### src/rtl/cfgslv_pkg.sv
package cfgslv_pkg;

  typedef enum logic [2:0] {
    PH_IDLE,
    PH_ADDR,
    PH_OFS,
    PH_CNT,
    PH_WDATA,
    PH_RDATA
  } phase_e;

  localparam int unsigned IDX_CTRL = 0;
  localparam int unsigned IDX_DIVA = 1;
  localparam int unsigned IDX_ID   = 6;
  localparam int unsigned BIT_OE3  = 5;
  localparam int unsigned BIT_OE4  = 4;

  function automatic logic addr_match(input logic [7:0] b, input logic [6:0] dev);
    return b[7:1] == dev;
  endfunction

  function automatic logic [7:0] ctrl_image(input logic oe3, input logic oe4);
    logic [7:0] v;
    v = '0;
    v[BIT_OE3] = oe3;
    v[BIT_OE4] = oe4;
    return v;
  endfunction

endpackage

### src/rtl/line_sampler.sv
module line_sampler #(
  parameter int STAGES = 2
) (
  input  logic clk,
  input  logic rst_n,
  input  logic scl_in,
  input  logic sda_in,
  output logic scl_rise,
  output logic scl_fall,
  output logic start_evt,
  output logic stop_evt,
  output logic sda_bit
);
  logic [STAGES:0] scl_sh, sda_sh;

  always_ff @(posedge clk or negedge rst_n) begin
    if (!rst_n) begin
      scl_sh <= '1;
      sda_sh <= '1;
    end else begin
      scl_sh <= {scl_sh[STAGES-1:0], scl_in};
      sda_sh <= {sda_sh[STAGES-1:0], sda_in};
    end
  end

  logic scl_now, scl_old, sda_now, sda_old;
  assign scl_now = scl_sh[STAGES-1];
  assign scl_old = scl_sh[STAGES];
  assign sda_now = sda_sh[STAGES-1];
  assign sda_old = sda_sh[STAGES];

  assign scl_rise  = scl_now & ~scl_old;
  assign scl_fall  = ~scl_now & scl_old;
  assign start_evt = scl_now & scl_old & sda_old & ~sda_now;
  assign stop_evt  = scl_now & scl_old & ~sda_old & sda_now;
  assign sda_bit   = sda_now;
endmodule

### src/rtl/serial_engine.sv
module serial_engine
  import cfgslv_pkg::*;
#(
  parameter logic [6:0] DEV_ADDR = 7'h6A
) (
  input  logic       clk,
  input  logic       rst_n,
  input  logic       scl_rise,
  input  logic       scl_fall,
  input  logic       start_evt,
  input  logic       stop_evt,
  input  logic       sda_bit,
  input  logic [7:0] rd_data,
  output logic [7:0] ptr_o,
  output logic       wr_en,
  output logic [7:0] wr_data,
  output logic       sda_low
);
  phase_e     phase, pend;
  logic [3:0] bitcnt;
  logic       in_ack, drv, mack;
  logic [7:0] shreg, txsh, ptr, cnt_reg, wr_left;

  logic rx_phase, byte_done, addr_hit, room_left;
  assign rx_phase  = (phase == PH_ADDR) || (phase == PH_OFS) ||
                     (phase == PH_CNT)  || (phase == PH_WDATA);
  assign byte_done = rx_phase && scl_fall && !in_ack && (bitcnt == 4'd8);
  assign addr_hit  = addr_match(shreg, DEV_ADDR);
  assign room_left = (wr_left != 8'd0);

  assign wr_en   = byte_done && (phase == PH_WDATA) && room_left;
  assign wr_data = shreg;
  assign ptr_o   = ptr;
  assign sda_low = drv;

  always_ff @(posedge clk or negedge rst_n) begin
    if (!rst_n) begin
      phase   <= PH_IDLE;
      pend    <= PH_IDLE;
      bitcnt  <= '0;
      in_ack  <= 1'b0;
      drv     <= 1'b0;
      mack    <= 1'b0;
      shreg   <= '0;
      txsh    <= '0;
      ptr     <= '0;
      cnt_reg <= '0;
      wr_left <= '0;
    end else if (start_evt) begin
      phase  <= PH_ADDR;
      bitcnt <= '0;
      in_ack <= 1'b0;
      drv    <= 1'b0;
    end else if (stop_evt) begin
      phase  <= PH_IDLE;
      bitcnt <= '0;
      in_ack <= 1'b0;
      drv    <= 1'b0;
    end else if (phase == PH_RDATA) begin
      if (scl_rise) begin
        if (in_ack) mack <= ~sda_bit;
        else        bitcnt <= bitcnt + 4'd1;
      end else if (scl_fall) begin
        if (in_ack) begin
          in_ack <= 1'b0;
          bitcnt <= '0;
          if (mack) begin
            txsh <= rd_data;
            drv  <= ~rd_data[7];
            ptr  <= ptr + 8'd1;
          end else begin
            phase <= PH_IDLE;
            drv   <= 1'b0;
          end
        end else if (bitcnt == 4'd8) begin
          drv    <= 1'b0;
          in_ack <= 1'b1;
        end else if (bitcnt != 4'd0) begin
          txsh <= {txsh[6:0], 1'b0};
          drv  <= ~txsh[6];
        end
      end
    end else if (rx_phase) begin
      if (scl_rise && !in_ack && bitcnt < 4'd8) begin
        shreg  <= {shreg[6:0], sda_bit};
        bitcnt <= bitcnt + 4'd1;
      end else if (byte_done) begin
        case (phase)
          PH_ADDR: begin
            if (addr_hit) begin
              drv <= 1'b1; in_ack <= 1'b1;
              pend <= shreg[0] ? PH_RDATA : PH_OFS;
            end else begin
              phase <= PH_IDLE;
            end
          end
          PH_OFS: begin
            ptr <= shreg; drv <= 1'b1; in_ack <= 1'b1; pend <= PH_CNT;
          end
          PH_CNT: begin
            cnt_reg <= shreg; wr_left <= shreg;
            drv <= 1'b1; in_ack <= 1'b1; pend <= PH_WDATA;
          end
          default: begin
            if (room_left) begin
              wr_left <= wr_left - 8'd1;
              ptr     <= ptr + 8'd1;
              drv <= 1'b1; in_ack <= 1'b1; pend <= PH_WDATA;
            end else begin
              phase <= PH_IDLE;
            end
          end
        endcase
      end else if (scl_fall && in_ack) begin
        in_ack <= 1'b0;
        bitcnt <= '0;
        phase  <= pend;
        if (pend == PH_RDATA) begin
          txsh <= cnt_reg;
          drv  <= ~cnt_reg[7];
        end else begin
          drv <= 1'b0;
        end
      end
    end
  end

  // the data line only moves right after an SCL fall, start or stop
  assert_sda_on_low_R9: assert property (@(posedge clk) disable iff (!rst_n)
    !$stable(sda_low) |-> $past(scl_fall || start_evt || stop_evt));

  // a stop always leaves the data line released
  assert_release_stop_R9: assert property (@(posedge clk) disable iff (!rst_n)
    stop_evt |=> !sda_low);

  // a foreign address is never acknowledged
  assert_foreign_nack_R3: assert property (@(posedge clk) disable iff (!rst_n)
    (byte_done && phase == PH_ADDR && !addr_hit) |=> (!sda_low && phase == PH_IDLE));

  // a byte beyond the count is neither acknowledged nor written
  assert_count_limit_R5: assert property (@(posedge clk) disable iff (!rst_n)
    (byte_done && phase == PH_WDATA && !room_left) |-> (!wr_en ##1 !sda_low));
endmodule

### src/rtl/ctl_regfile.sv
module ctl_regfile
  import cfgslv_pkg::*;
#(
  parameter logic [7:0] DIV1_RST = 8'h0F,
  parameter logic [7:0] DIV2_RST = 8'h2E,
  parameter logic [7:0] ID_VALUE = 8'h01,
  parameter int         NUM_DIV  = 2
) (
  input  logic       clk,
  input  logic       rst_n,
  input  logic       wr_en,
  input  logic [7:0] wr_idx,
  input  logic [7:0] wr_data,
  input  logic [7:0] rd_idx,
  output logic [7:0] rd_data,
  output logic       oe3,
  output logic       oe4,
  output logic [NUM_DIV-1:0][7:0] div_o
);
  localparam logic [1:0][7:0] DIV_RST = {DIV2_RST, DIV1_RST};

  logic                   oe3_q, oe4_q;
  logic [NUM_DIV-1:0][7:0] div_q;

  always_ff @(posedge clk or negedge rst_n) begin
    if (!rst_n) begin
      oe3_q <= 1'b1;
      oe4_q <= 1'b1;
    end else if (wr_en && wr_idx == 8'(IDX_CTRL)) begin
      oe3_q <= wr_data[BIT_OE3];
      oe4_q <= wr_data[BIT_OE4];
    end
  end

  for (genvar g = 0; g < NUM_DIV; g++) begin : g_div
    always_ff @(posedge clk or negedge rst_n) begin
      if (!rst_n)                                    div_q[g] <= DIV_RST[g];
      else if (wr_en && wr_idx == 8'(IDX_DIVA + g)) div_q[g] <= wr_data;
    end
  end

  always_comb begin
    rd_data = '0;
    if (rd_idx == 8'(IDX_CTRL))    rd_data = ctrl_image(oe3_q, oe4_q);
    else if (rd_idx == 8'(IDX_ID)) rd_data = ID_VALUE;
    else begin
      for (int k = 0; k < NUM_DIV; k++)
        if (rd_idx == 8'(IDX_DIVA + k)) rd_data = div_q[k];
    end
  end

  assign oe3   = oe3_q;
  assign oe4   = oe4_q;
  assign div_o = div_q;

  // control state changes only on a write strobe
  assert_hold_idle_R4: assert property (@(posedge clk) disable iff (!rst_n)
    !wr_en |=> ($stable(div_q) && $stable(oe3_q) && $stable(oe4_q)));

  // writes to read-only or unmapped indices change nothing
  assert_ro_ignored_R7: assert property (@(posedge clk) disable iff (!rst_n)
    (wr_en && wr_idx > 8'(IDX_DIVA + NUM_DIV - 1)) |=>
      ($stable(div_q) && $stable(oe3_q) && $stable(oe4_q)));
endmodule

### src/rtl/clkdist_cfg_slave.sv
module clkdist_cfg_slave
  import cfgslv_pkg::*;
#(
  parameter logic [6:0] DEV_ADDR    = 7'h6A,
  parameter logic [7:0] DIV1_RST    = 8'h0F,
  parameter logic [7:0] DIV2_RST    = 8'h2E,
  parameter logic [7:0] ID_VALUE    = 8'h01,
  parameter int         SYNC_STAGES = 2
) (
  input  logic       clk,
  input  logic       rst_n,
  input  logic       scl_in,
  input  logic       sda_in,
  output logic       sda_pull_low,
  output logic       out3_en,
  output logic       out4_en,
  output logic [7:0] pwr_div1,
  output logic [7:0] pwr_div2
);
  logic scl_rise, scl_fall, start_evt, stop_evt, sda_bit;
  logic wr_en;
  logic [7:0] ptr, wr_data, rd_data;
  logic [1:0][7:0] div_w;

  line_sampler #(.STAGES(SYNC_STAGES)) u_sampler (
    .clk(clk), .rst_n(rst_n), .scl_in(scl_in), .sda_in(sda_in),
    .scl_rise(scl_rise), .scl_fall(scl_fall),
    .start_evt(start_evt), .stop_evt(stop_evt), .sda_bit(sda_bit)
  );

  serial_engine #(.DEV_ADDR(DEV_ADDR)) u_engine (
    .clk(clk), .rst_n(rst_n),
    .scl_rise(scl_rise), .scl_fall(scl_fall),
    .start_evt(start_evt), .stop_evt(stop_evt), .sda_bit(sda_bit),
    .rd_data(rd_data), .ptr_o(ptr), .wr_en(wr_en), .wr_data(wr_data),
    .sda_low(sda_pull_low)
  );

  ctl_regfile #(
    .DIV1_RST(DIV1_RST), .DIV2_RST(DIV2_RST), .ID_VALUE(ID_VALUE), .NUM_DIV(2)
  ) u_regs (
    .clk(clk), .rst_n(rst_n),
    .wr_en(wr_en), .wr_idx(ptr), .wr_data(wr_data),
    .rd_idx(ptr), .rd_data(rd_data),
    .oe3(out3_en), .oe4(out4_en), .div_o(div_w)
  );

  assign pwr_div1 = div_w[0];
  assign pwr_div2 = div_w[1];
endmodule

### config.mk
export PLATFORM = sky130hd
export DESIGN_NAME = clkdist_cfg_slave
export DESIGN_NICKNAME = d
export VERILOG_FILES = /design/src/rtl/cfgslv_pkg.sv /design/src/rtl/line_sampler.sv /design/src/rtl/serial_engine.sv /design/src/rtl/ctl_regfile.sv /design/src/rtl/clkdist_cfg_slave.sv
export SDC_FILE = /design/constraint.sdc
export NUM_CORES = 1
export LEC_CHECK = 0
export BUFFER_PORTS_ARGS = -buffer_cell sky130_fd_sc_hd__buf_4
export CORE_MARGIN = 2
export CORE_UTILIZATION = 25
export DETAILED_ROUTE_END_ITERATION = 10
export MAX_ROUTING_LAYER = met4
export PLACE_DENSITY_LB_ADDON = 0.15
export SLEW_MARGIN = 20
export SYNTH_ARGS = -nofsm -noshare
export SYNTH_HDL_FRONTEND = slang
export SYNTH_SLANG_ARGS = --single-unit
### constraint.sdc
create_clock -name clk -period 3.23 [get_ports clk]
set_input_delay 0.323 -clock clk [delete_from_list [all_inputs] [get_ports clk]]
set_output_delay 0.323 -clock clk [all_outputs]
set_load 0.01 [all_outputs]
Word level (Yosys, flattened, before mapping)
Cells that the tools add are included.
{"block": "totals", "regBits": 76, "latchBits": 0, "ram_bits": 0, "romBits": 0, "in_bits": 4, "output_inout_bits": 19, "n_memories": 0}
{"block": "op_classes", "n_addsub": 3, "multipliers": 0, "div_mod_pow": 0, "order_cmp": 1, "n_eq_ne": 37, "shift": 0, "mux": 85, "n_bitwise": 19, "n_reduce_logical": 42}
{"cell": "2-to-1 mux 8 bit", "count": 14}
{"cell": "2-to-1 mux 7 bit", "count": 12}
{"cell": "2-to-1 mux 3 bit", "count": 16}
{"cell": "2-to-1 mux 4 bit", "count": 11}
{"cell": "one-hot mux 8 bit (2 select lines)", "count": 2}
{"cell": "2-to-1 mux 1 bit", "count": 27}
{"cell": "AND reduction 8 bit", "count": 3}
{"cell": "!= test 6 bit, second input constant", "count": 3}
{"cell": "!= test 5 bit, second input constant", "count": 3}
{"cell": "AND reduction 7 bit", "count": 2}
{"cell": "!= test 2 x 1 -> 1 bit, second input constant", "count": 6}
{"cell": "!= test 4 x 3 -> 1 bit, second input constant", "count": 3}
{"cell": "inverter 1 bit", "count": 12}
{"cell": "AND reduction 12 bit", "count": 1}
{"cell": "nonzero test 4 bit", "count": 3}
{"cell": "logical AND 1 bit", "count": 11}
{"cell": "AND reduction 11 bit", "count": 1}
{"cell": "!= test 5 x 3 -> 1 bit, second input constant", "count": 2}
{"cell": "AND reduction 10 bit", "count": 1}
{"cell": "AND reduction 5 bit", "count": 2}
{"cell": "nonzero test 2 bit", "count": 5}
{"cell": "nonzero test 5 bit", "count": 2}
{"cell": "equality test 3 bit, second input constant", "count": 3}
{"cell": "one-hot mux 3 bit (3 select lines)", "count": 1}
{"cell": "27 further kinds", "count": 41}

Logic depth before layout (Yosys ltp)
{"block": "logic_depth", "ltp_word": 13, "ltp_mapped": 9, "ltp_nobuf": 8}

Cells and area by module
From an unflattened synthesis, not the netlist that was laid out.
{"block": "hier_totals", "hier_cells": 416, "hier_area_um2": 4256.6}
{"mod": "serial_engine", "instances": 1, "cells_each": 338, "area_each_um2": 3128.0}
{"mod": "ctl_regfile", "instances": 1, "cells_each": 68, "area_each_um2": 938.4}
{"mod": "line_sampler", "instances": 1, "cells_each": 10, "area_each_um2": 190.2}

Least setup slack after synthesis
Ideal clock, no wire load.
{"block": "synth_timing", "kind": "reg2reg", "startpoint": "reg u_engine.bitcnt[0]", "endpoint": "reg u_engine.phase[0]", "arrival_time_ns": 2.139, "t_required_ns": 3.105, "setup_slack_ns": 0.966, "stages_incl_launch_ff": 9, "path_buffers": 0, "synth_period_minus_slack_ns": 2.264, "path_cell_list": "dfrtp_1 -> inv_1 -> ha_1 -> or3b_4 -> nor4_1 -> nor3_1 -> a21oi_2 -> o211ai_1 -> mux2_2"}
{"block": "synth_via", "elab_chain_len": 8, "word_cells_on_any_way": 16, "cone_classes": "order compare: 1; eq/ne: 5; mux: 6; reduce/logical: 4"}
{"element": "from (decl)", "line_no": "serial_engine.sv:20", "text": "logic [3:0] bitcnt;"}
{"element": "from (signal assigned)", "line_no": "serial_engine.sv:62", "text": "else bitcnt <= bitcnt + 4'd1;"}
{"element": "from (signal assigned)", "line_no": "serial_engine.sv:86", "text": "bitcnt <= bitcnt + 4'd1;"}
{"element": "equality test 4 bit", "line_no": "serial_engine.sv:27", "text": "assign byte_done = rx_phase && scl_fall && !in_ack && (bitcnt == 4'd8);"}
{"element": "logical AND 1 bit", "line_no": "serial_engine.sv:27"}
{"element": "2-to-1 mux 3 bit", "line_no": "serial_engine.sv:87", "text": "end else if (byte_done) begin"}
{"element": "2-to-1 mux 3 bit", "line_no": "serial_engine.sv:84", "text": "if (scl_rise && !in_ack && bitcnt < 4'd8) begin"}
{"element": "2-to-1 mux 3 bit", "line_no": "serial_engine.sv:83", "text": "end else if (rx_phase) begin"}
{"element": "2-to-1 mux 3 bit", "line_no": "serial_engine.sv:59", "text": "end else if (phase == PH_RDATA) begin"}
{"element": "2-to-1 mux 3 bit", "line_no": "serial_engine.sv:54", "text": "end else if (stop_evt) begin"}
{"element": "2-to-1 mux 3 bit", "line_no": "serial_engine.sv:49", "text": "end else if (start_evt) begin"}
{"element": "to (signal assigned)", "line_no": "serial_engine.sv:117", "text": "phase <= pend;"}
{"element": "to (decl)", "line_no": "serial_engine.sv:19", "text": "phase_e phase, pend;"}
Parallel ways exist; a longest one is shown, timed or not. The select of a mux whose other input is x is not followed.
A chain may end at the register's enable or synchronous reset.

Worst setup path after layout
Same ends and word-level chain as after synthesis.

==> flow_summary.yaml <==
status:
  status: "finished, violations left"
  violations: "negative hold slack"
final_layout:
  diodes: 0
  nNetsFinal: 435
  regArea_mm2: 0.00192
  drive_gt1_share_pct: 26.4
  final_cell_count_no_fill: 644
  largest_reg_flops: 16
  area_delta_synth_final_pct: 16.7
  multi_input_area_mm2: 0.00196
  fill_cells: 1695
pwr:
  report.power.total_uw: 2240
  p_leak_uw: 0.00204
  p_per_area_mw_per_mm2: 473
  ir_drop_uv: 298
synth:
  syn_area_per_cell_um2: 10.1
  synth.cell_area_mm2: 0.00406
  synthCells: 402
  synth_ff_type: "dfrtp_1"
  async_reset_ff_share_pct: 100
  ys_warn_count: 0
  synth_edf_count: 0
  yosysSeqAreaShare_pct: 47.3
  ys_ff_latch: 76
  syn_nets: 414
  ys_types: 54
critical_path:
  worstReg2RegStart: "u_engine.bitcnt[0]"
  cp_slowest_cell: "nor4_1"
  cp_top_family: "simple AND/OR/NAND/NOR gates"
  worstPathArrival_ns: 2.85
  cp_slowest_stage_delay_ns: 0.45
  path_class: "reg -> reg"
  cp.required_ns: 3.45
  cp_num_buf_inv: 1
  start_kind: "flip-flop"
  critPathCaptureType: "flip-flop"
  critPathMaxFanout: 4
  crit_chain: "inv_1 -> ha_1 -> or3b_4 -> nor4_1 -> nor3_1 -> a21oi_2 -> o211ai_1 -> mux2_2"
  critPathLaunch: "u_engine.bitcnt[0]"
drt:
  wl_per_cell_um: 16.8
  vias: 3107
  wl_met2_um: 5020
  drt_iter0_markers: 256
  viasPerCell: 4.82
  drt_wl_total_um: 10800
  ant_nets: 0
  wl_met1_um: 5280
  dr.pass1.iters: 4
  top_layer: "met4"
  wl_met3_um: 386
  drc: 0
timing:
  worst_pin_slew_ns: 0.971
  drv_slew: 0
  finalHoldViolCount: 1
  final.min_clock_period_ns: 2.63
  holdWs_ns: -0.0154
  rsz0062_at_grt: "no"
  setup_viol: 0
  setup_tns_ns: 0
  skew_ns: 0.00680
  period_share_pct: 81.4
  max-slew-margin-rel_pct: 34.8
  fmax_mhz: 380
  setup_ws_ns: 0.601
place:
  pre_cts_ws_ns: 0.623
  dp_cells: 628
  io_buffers: 22
  dp_hpwl_um: 7420
  place.gp.congestion: 0.884
clocking:
  cts_root_buf: "clkbuf_16"
  numClockSinks: 76
  holdBufCountCts: 0
  clk_pin_slew_ns: 0.06
  cts-buffers-inserted: 9
  clk_latency_ns: 0.34
  postCtsResizedCells: 0
  cts_tree: "built"
  post-cts-setup-buffers: 0
  clk_path_buf_depth: 2
  cts_htree_levels: 3
global_routing:
  grt_overflow: 0
  grt_max_degree: 77
  grt_pass1_vias: 2995
  grtUsageTotal_pct: 13.5
  grt_pass1_wl_um: 17400
  antenna_found_initial: 0
floorplanning:
  initial_core_util_pct: 25.6
  row_count: 46
  dieArea_mm2: 0.0173
  die_y_um: 131
  die_w_um: 131
  ios: 23
  coreArea_mm2: 0.0159
run:
  cap_violations: 0
min_path:
  hold_class: "in -> async"
==> through the flow <==
step / util [%] / instance area, µm²
3_3_place_gp: 27.9 / 4430
6_report: 29.8 / 4740
4_1_cts: 29.8 / 4740
5_1_grt: 29.8 / 4740
3_5_place_dp: 27.9 / 4430
2_1_floorplan: - / 4060
==> worst reg2reg max path: stages, from the launching register on <==
cell and delay (ns):
dfrtp_1 0.40, inv_1 0.09, ha_1 0.17, or3b_4 0.41
nor4_1 0.45, nor3_1 0.19, a21oi_2 0.25, o211ai_1 0.23
mux2_2 0.33
==> synth_stat cells, types with 8 or more instances <==
| library cell | number | area [µm²] |
|---|---|---|
| nor2_1 | 38 | 143 |
| mux2_2 | 44 | 495 |
| dfstp_2 | 16 | 420 |
| dfrtp_1 | 60 | 1500 |
| nor3_1 | 12 | 60.1 |
| clkbuf_1 | 8 | 30.0 |
| a21oi_1 | 22 | 110 |
| ha_1 | 8 | 100 |
| inv_1 | 13 | 48.8 |
| a31oi_1 | 8 | 50.1 |
| o21ai_0 | 36 | 180 |
| a22oi_1 | 9 | 67.6 |
| nand2_1 | 30 | 113 |
==> cell usage in the layout, fill, tap and decap left out, types with 6 or more instances in the layout <==
cell	Yosys	routed
nor4_1	7	7
nand2_1	30	30
dfrtp_1	60	60
nor2_1	38	38
mux2_2	44	44
ha_1	8	8
o22a_1	7	7
buf_4	0	29
inv_1	13	13
nor2b_1	7	7
a22oi_1	9	9
a21oi_1	22	22
a31oi_1	8	8
nand3_1	6	6
clkbuf_16	0	9
o21ai_0	36	36
nor3_1	12	11
dfstp_2	16	16
nor3b_1	6	6
==> power by group <==
part           total (µW)  internal [µW]  switching, µW  leakage (µW)
Sequential           1000            977           28.0       0.00100
Clock                1050            642            408      0.000148
Combinational         186           67.6            118      0.000890
Total                2240           1690            554       0.00204
==> kinds of logic after synthesis <==
family	Yosys count	synth area share [%]
compound gates	108	16.5
xor+xnor	1	0.216
fa+ha+maj	8	2.46
buf+inv	33	4.59
flops	76	47.3
mux	48	13.2
simple gates	128	15.7
==> worst paths after layout <==
path	end	slack, ns	cells past startpoint
setup / recovery	u_engine.phase[0]	0.60	8
hold / removal	u_engine.sda_low	-0.02	1
setup reg to reg	u_engine.phase[0]	0.60	8
hold reg to reg	u_sampler.sda_sh[1]	0.35	0
max in group asynchronous	u_engine.ptr_o[7]	2.67	1
min in group clk	u_sampler.scl_sh[0]	0.09	1
==> layer usage <==
metal | vias up | GRT usage (%)
li1 | 1518 | -
met1 | 1518 | 17.9
met2 | 65 | 20.2
met3 | 6 | 3.32
met4 | 0 | 4.11
met5 | - | -
==> area by class of cell <==
class,instances,share of cell area (%)
clock buffers,11,5.33
clock inverters,5,1.24
inverters,13,1.03
multi-input cells,293,41.3
flip-flops and latches,76,40.5
well taps,216,5.70
repair buffers,30,4.83
(Power assumes the default switching activity.)
